## config.mk

```make
export PLATFORM = sky130hd
export DESIGN_NAME = booth_mul
export DESIGN_NICKNAME = d
export VERILOG_FILES = /design/src/rtl/booth_pkg.sv /design/src/rtl/booth_recode.sv /design/src/rtl/booth_addsub.sv /design/src/rtl/booth_seq_ctrl.sv /design/src/rtl/booth_mul.sv
export SDC_FILE = /design/constraint.sdc
export NUM_CORES = 1
export LEC_CHECK = 0
export ABC_AREA = 0
export ABC_CLOCK_PERIOD_IN_PS = 7170
export BUFFER_PORTS_ARGS = -buffer_cell sky130_fd_sc_hd__buf_4
export CORE_MARGIN = 4
export CORE_UTILIZATION = 25
export CTS_CLUSTER_DIAMETER = 30
export DETAILED_ROUTE_END_ITERATION = 12
export PLACE_DENSITY = 0.39
export SYNTH_ARGS = -nofsm -noshare
export SYNTH_HDL_FRONTEND = slang
export SYNTH_HIERARCHICAL = 1
export SYNTH_SLANG_ARGS = --single-unit
```

## constraint.sdc

```tcl
create_clock -name clk -period 7.17 [get_ports clk]
set_input_delay 0.3585 -clock clk [delete_from_list [all_inputs] [get_ports clk]]
set_output_delay 0.3585 -clock clk [all_outputs]
set_load 0.02 [all_outputs]
```

## src/rtl/booth_pkg.sv

```systemverilog
package booth_pkg;

  typedef enum logic [1:0] {
    OP_NONE = 2'd0,
    OP_ADD  = 2'd1,
    OP_SUB  = 2'd2
  } booth_op_e;

  typedef enum logic [1:0] {
    ST_IDLE = 2'd0,
    ST_RUN  = 2'd1,
    ST_DONE = 2'd2
  } mul_state_e;

endpackage

```

## src/rtl/booth_recode.sv

```systemverilog
module booth_recode
  import booth_pkg::*;
(
  input  logic      cur_bit,
  input  logic      right_bit,
  output booth_op_e op
);

  // start of a run subtracts, end of a run adds, otherwise nothing
  always_comb begin
    unique case ({cur_bit, right_bit})
      2'b10:   op = OP_SUB;
      2'b01:   op = OP_ADD;
      default: op = OP_NONE;
    endcase
  end

endmodule

```

## src/rtl/booth_addsub.sv

```systemverilog
module booth_addsub
  import booth_pkg::*;
#(
  parameter int WIDTH = 32,
  localparam int XW = WIDTH + 1
) (
  input  logic [WIDTH-1:0] upper,
  input  logic [WIDTH-1:0] mcand,
  input  booth_op_e        op,
  output logic [XW-1:0]    result
);

  logic [XW-1:0] upper_x;
  logic [XW-1:0] mcand_x;

  // one guard bit so that subtracting the most negative value keeps its sign
  assign upper_x = {upper[WIDTH-1], upper};
  assign mcand_x = {mcand[WIDTH-1], mcand};

  always_comb begin
    unique case (op)
      OP_ADD:  result = upper_x + mcand_x;
      OP_SUB:  result = upper_x - mcand_x;
      default: result = upper_x;
    endcase
  end

endmodule

```

## src/rtl/booth_seq_ctrl.sv

```systemverilog
module booth_seq_ctrl
  import booth_pkg::*;
#(
  parameter int WIDTH = 32,
  localparam int CW = (WIDTH > 1) ? $clog2(WIDTH) : 1
) (
  input  logic clk,
  input  logic rst_n,
  input  logic in_valid,
  input  logic out_ready,
  output logic in_ready,
  output logic load,
  output logic step,
  output logic out_valid
);

  mul_state_e    state_q;
  logic [CW-1:0] cnt_q;
  logic          last_step;

  assign last_step = (cnt_q == CW'(WIDTH - 1));
  assign in_ready  = (state_q == ST_IDLE);
  assign out_valid = (state_q == ST_DONE);
  assign load      = in_ready && in_valid;
  assign step      = (state_q == ST_RUN);

  always_ff @(posedge clk or negedge rst_n) begin
    if (!rst_n) begin
      state_q <= ST_IDLE;
      cnt_q   <= '0;
    end else begin
      unique case (state_q)
        ST_IDLE: if (in_valid) begin
          state_q <= ST_RUN;
          cnt_q   <= '0;
        end
        ST_RUN: begin
          if (last_step) state_q <= ST_DONE;
          else           cnt_q   <= cnt_q + 1'b1;
        end
        ST_DONE: if (out_ready) state_q <= ST_IDLE;
        default: state_q <= ST_IDLE;
      endcase
    end
  end

  a_r4_count_range: assert property (@(posedge clk) disable iff (!rst_n)
    step |-> (cnt_q <= CW'(WIDTH - 1)));

  a_r4_done_after_last: assert property (@(posedge clk) disable iff (!rst_n)
    $rose(out_valid) |-> $past(step && last_step));

  a_r5_valid_held: assert property (@(posedge clk) disable iff (!rst_n)
    (out_valid && !out_ready) |=> out_valid);

  a_r3_ready_exclusive: assert property (@(posedge clk) disable iff (!rst_n)
    !(in_ready && (out_valid || step)));

endmodule

```

## src/rtl/booth_mul.sv

```systemverilog
module booth_mul
  import booth_pkg::*;
#(
  parameter int WIDTH = 32,
  localparam int PW = 2 * WIDTH
) (
  input  logic             clk,
  input  logic             rst_n,
  input  logic             in_valid,
  output logic             in_ready,
  input  logic [WIDTH-1:0] in_mcand,
  input  logic [WIDTH-1:0] in_mplier,
  output logic             out_valid,
  input  logic             out_ready,
  output logic [PW-1:0]    out_product
);

  logic             load;
  logic             step;
  logic [WIDTH-1:0] mcand_q;
  logic [WIDTH-1:0] upper_q;
  logic [WIDTH-1:0] lower_q;
  logic             guard_q;
  booth_op_e        op;
  logic [WIDTH:0]   sum;

  booth_seq_ctrl #(.WIDTH(WIDTH)) u_ctrl (
    .clk       (clk),
    .rst_n     (rst_n),
    .in_valid  (in_valid),
    .out_ready (out_ready),
    .in_ready  (in_ready),
    .load      (load),
    .step      (step),
    .out_valid (out_valid)
  );

  booth_recode u_recode (
    .cur_bit   (lower_q[0]),
    .right_bit (guard_q),
    .op        (op)
  );

  booth_addsub #(.WIDTH(WIDTH)) u_addsub (
    .upper  (upper_q),
    .mcand  (mcand_q),
    .op     (op),
    .result (sum)
  );

  // arithmetic right shift of {sum, lower}; shifted-out bit becomes guard
  always_ff @(posedge clk or negedge rst_n) begin
    if (!rst_n) begin
      mcand_q <= '0;
      upper_q <= '0;
      lower_q <= '0;
      guard_q <= 1'b0;
    end else if (load) begin
      mcand_q <= in_mcand;
      upper_q <= '0;
      lower_q <= in_mplier;
      guard_q <= 1'b0;
    end else if (step) begin
      upper_q <= sum[WIDTH:1];
      lower_q <= {sum[0], lower_q[WIDTH-1:1]};
      guard_q <= lower_q[0];
    end
  end

  assign out_product = {upper_q, lower_q};

  a_r5_product_held: assert property (@(posedge clk) disable iff (!rst_n)
    (out_valid && !out_ready) |=> $stable(out_product));

  a_r6_mcand_frozen: assert property (@(posedge clk) disable iff (!rst_n)
    (step || out_valid) |=> $stable(mcand_q));

  a_r7_guard_clear_at_start: assert property (@(posedge clk) disable iff (!rst_n)
    load |=> (guard_q == 1'b0 && upper_q == '0));

  a_r8_guard_tracks_shift: assert property (@(posedge clk) disable iff (!rst_n)
    step |=> (guard_q == $past(lower_q[0])));

endmodule

```

-- Word level (Yosys, flattened, before mapping)
Cells that the tools add are included.
- bits in registers: 104
- output and inout bits: 66
- word-level logic and storage cells: 44
- add/subtract/negate cells: 3
- equality and inequality tests: 11
- mux-type cells: 15
- reduce and logical (&&, ||, !) cells: 8
- operators with widths (kind ; number):
    $mux W32 ; 4
    $pmux W33 S2 ; 1
    $add A32 B32 Y33 ; 1
    $sub A32 B32 Y33 ; 1
    $mux W5 ; 2
    $pmux W5 S2 ; 1
    $eq A2 B1 Y1 const B ; 3
    $eq A2 B2 Y1 const B ; 3
    $mux W2 ; 3
    $pmux W2 S3 ; 1
    $reduce_and A3 Y1 ; 2
    $add A5 B1 Y5 const B ; 1
    $eq A5 B5 Y1 const B ; 1
    $ne A2 B1 Y1 const B ; 2
    $ne A2 B2 Y1 const B ; 2
    $pmux W2 S2 ; 1
    $reduce_bool A2 Y1 ; 2
    $reduce_bool A3 Y1 ; 1
    $logic_not A2 Y1 ; 1
    $mux W1 ; 2
    $reduce_and A2 Y1 ; 1
    $logic_and A1 B1 Y1 ; 1

-- Logic depth before layout (Yosys ltp)
- depth in word-level cells: 6
- gate-level depth with buffers: 20

-- By module
Netlist, hierarchy kept.
- modules (own cells, without submodules) (module ; times used ; cells an instance ; area each (um^2)):
    booth_mul ; 1 ; 312 ; 4062.6
    booth_addsub ; 1 ; 420 ; 2798.9
    booth_seq_ctrl ; 1 ; 34 ; 372.9
    booth_recode ; 1 ; 2 ; 15.0

-- Worst setup path after synthesis
Ideal clock, no wire load.
- path type: register -> register
- start: register lower_q[0]
- end: register upper_q[31]
- setup time: 132 ps
- data arrival time: 3628 ps
- required time: 7038 ps
- setup slack: 3411 ps
- cell stages (with the launch flop): 20
- buffers on the path: 2
- cell sequence: dfrtp_1 -> and2b_2 -> inv_1 -> ha_1 -> clkbuf_1 -> clkbuf_1 -> nor2_1 -> xnor2_1 -> ha_1 -> a21oi_2 -> o21bai_2 -> o2111ai_2 -> a31oi_4 -> o31ai_4 -> o311a_4 -> a31oi_4 -> mux2i_1 -> xnor2_1 -> mux2i_1 -> nor2_1
- word-level cells in the longest chain between the ends: 6
- ends and longest elaborated chain (element ; RTL line ; text):
    start: declaration ; booth_mul.sv:22 ; logic [WIDTH-1:0] lower_q;
    start signal: assignment ; booth_mul.sv:61 ; lower_q <= in_mplier;
    start signal: assignment ; booth_mul.sv:65 ; lower_q <= {sum[0], lower_q[WIDTH-1:1]};
    $eq A2 B1 Y1 or $eq A2 B2 Y1 (tied branches) ; booth_recode.sv:11 ; unique case ({cur_bit, right_bit})
    $pmux W2 S2 (*) ; booth_recode.sv:11 ;
    via op[0] ; booth_mul.sv:24 ; booth_op_e op;
    $eq A2 B2 Y1 or $eq A2 B1 Y1 (tied branches) ; booth_addsub.sv:21 ; unique case (op)
    $pmux W33 S2 (*) ; booth_addsub.sv:21 ;
    via sum[32] ; booth_mul.sv:25 ; logic [WIDTH:0] sum;
    $mux W32 (*) ; booth_mul.sv:63 ; end else if (step) begin
    $mux W32 (*) ; booth_mul.sv:58 ; end else if (load) begin
    end signal: assignment ; booth_mul.sv:64 ; upper_q <= sum[WIDTH:1];
    end: declaration ; booth_mul.sv:21 ; logic [WIDTH-1:0] upper_q;
The timed path passes the listed nets; every way through them passes the cells marked *. The select of a mux whose other input is x is not followed.
A chain may end at the register's enable or synchronous reset.

-- Final worst setup path
- start: register lower_q[0]
- end: register upper_q[28]
Same word-level chain as after synthesis.

==> metrics.csv <==
metric,value,unit
RSZ-0062 raised after global routing,false,
gr ovfl total,0,
area share of the largest cell type after synthesis,35.9,%
measured slew at the worst slew-check pin,0.888,ns
Root Driver,clkbuf_16,
metal3 WL,1.25,mm
Die ar.,0.0318,mm2
Simple-Gate Fraction of Synth Area,14.2,%
WS Path Type,register to register,
setup slack after layout,2.83,ns
Routed met2 length,9.09,mm
DIE WIDTH,178,um
"commonest non-fill, non-tap cells in the layout","137 x buf_4, 104 x dfrtp_1, 86 x nand2_1",
CP peak stage delay,0.67,ns
drt first pass iters,4,
M1 WL,9.53,mm
Synth cell types,71,
min cycle time layout,4.34,ns
post-synthesis cell area,0.00725,mm2
Mapped Nets,873,
vias in the first global route,6073,
clock sink count,104,
run status,finished clean,
FMAX,231,MHz
ANT cells,0,
first-pass GRT wire length,33.1,mm
Final Hold Viols,0,
CP startpoint kind,register,
slowest CP cell,a211oi_1,
vias,5781,
Post-synth ARST share,100,%
Synth Warn #,6,
Final ANT Viol Nets,0,
crit end category,register,
Slew headroom,40.8,%
Post-DP HPWL,14.7,mm
core occupancy in the finished layout,30.9,%
adder-cell share of the synthesized area,6.49,%
Die Span Y,178,um
Mapped Cells,768,
Via-to-Cell Ratio,4.56,
"commonest non-fill, non-tap cell in the layout",buf_4,
DRC viols,0,
GRT Overall Usage,13.0,%
largest family of logic cells by synthesized area,compound AO/OA/AOI/OAI gates,
most frequent CP cell,o21ai_1,
biggest area consumer among synthesized cells,dfrtp_1,
Placer Congestion,0.793,
Hold/Removal Path Class,primary input to asynchronous set/reset pin,
Worst Skew,0.00945,ns
# resized after CTS,0,
core region area,0.0286,mm2
clk slew on worst S/H paths,0.08,ns
I/O Pins,134,
setup_tns,0,ns
dpl cells,1252,
largest cells by area after synthesis,"dfrtp_1 36%, mux2i_1 9.4%, ha_1 6.2%, xnor2_1 5.3%, nand2_1 4.5%",
Max Cap Violations,0,
CTS Buffer Depth,2,
"Avg Cell Area, Syn",9.44,um2
Syn-to-layout area delta,21.8,%
# port buffers,133,
worst path cell trace,and2b_2 -> inv_1 -> ha_2 -> nor2_1 -> xnor2_1 -> ha_1 -> o21ai_1 -> a21oi_1 -> o2111ai_1 -> a21oi_1 -> o21ai_1 -> a211oi_1 -> a31oi_1 -> xor2_1 -> o21ai_1 -> mux2i_1 -> nor2_1,
Slew Limit Fails,0,
Max H-tree Level,3,
"EDFF count, synth",0,
CTS tree,done,
multiplexer share of the synthesized area,15.5,%
Fillers,3087,
"Data required, critical path",7.38,ns
# nets final,984,
wire length per cell,15.9,um
initial antenna violation count,0,
CP max FO,33,
share of cells above drive strength 1,21.6,%
WP data arrival,4.54,ns
Post-CTS Setup Inserts,0,
Top Layer Used,met4,
DP Worst Slack,2.83,ns
row cnt,62,
setup violators final,0,
Compound-Gate Fraction of Synth Area,16.3,%
total routed wirelength,20.1,mm
largest net degree at the start of global routing,67,
"Top FF cell, synth",dfrtp_1,
CTS Buf Count,9,
CTS Hold Bufs,0,
period utilization,60.5,%
Initial Utilization,25.3,%
Worst-Skew Late Latency,0.36,ns
post-synthesis sequential area ratio,35.9,%
Non-Filler Instances,1268,
Yosys reg bits,104,
1st-iter DRT viols,194,
area of the multi-input gates,0.00432,mm2
Sequential cell area,0.00260,mm2
post-synthesis xor/xnor area fraction,7.13,%
-- sequential cells by signal (all words and copies together), names as in the netlist --
signal / count
upper_q: 32
mcand_q: 32
u_ctrl/cnt_q: 5
u_ctrl/state_q: 2
guard_q: 1
lower_q: 32
-- critical path, delay by kind of cell, from the launching register on --
kind,cells,cell delay (ns)
compound gates,8,1.86
buf+inv,1,0.05
simple gates,3,0.42
mux,1,0.15
flops,1,0.40
xor+xnor,2,0.33
fa+ha+maj,2,0.96
-- kinds of logic (layout without fill, tap and decap cells) --
family	after synthesis	in the layout
AND/OR/NAND/NOR	221	221
AO/OA/AOI/OAI	186	186
adder cells (fa/ha/maj)	37	37
XOR/XNOR	59	59
multiplexers	104	104
buffers and inverters	57	173
flip-flops	104	104
-- path summary, 6_finish.rpt --
path                       slack (ns)             from  depth (start not counted)              end
max                              2.83       lower_q[0]                         17      upper_q[28]
max in group asynchronous        5.93            rst_n                          2      lower_q[15]
max reg2reg                      2.83       lower_q[0]                         17      upper_q[28]
min in group clk                 0.20    in_mplier[13]                          3      lower_q[13]
min                              0.05            rst_n                          1      upper_q[17]
min reg2reg                      0.52  u_ctrl/cnt_q[4]                          1  u_ctrl/cnt_q[4]
-- stage by stage --
stage                     hold slack [ns]  cell area (um2)
after detailed placement            0.470             8510
after global placement              0.482             8510
after CTS                          0.0689             8830
after global routing                0.105             8830
after floorplan                    0.0629             7250
final                              0.0487             8830
-- synth_stat cells, types with 14 or more instances --
master,number
a21o_1,17
a21oi_1,47
clkbuf_1,14
dfrtp_1,104
ha_1,36
inv_1,20
mux2_1,22
mux2i_1,68
nand2_1,86
nor2_1,73
o21ai_0,14
o21ai_1,59
xnor2_1,44
xor2_1,15
-- routing by layer --
metal | GRT usage (%) | up-vias
met5 | 0 | -
met4 | 3.20 | 0
met3 | 4.11 | 15
met2 | 20.9 | 100
met1 | 17.2 | 2734
li1 | - | 2932
-- layout make-up --
type                            instances  share of cell area [%]
Timing Repair Buffer                  137                    11.6
Clock buffer                            9                    2.55
Inverter                               20                   0.850
Tap cell                              384                    5.44
Multi-Input combinational cell        607                    48.9
Clock inverter                          7                    1.10
Sequential cell                       104                    29.5
Power is left out: the tool's default activity adds up to more than one toggle a clock period on the data nets, which glitch-free logic cannot reach.
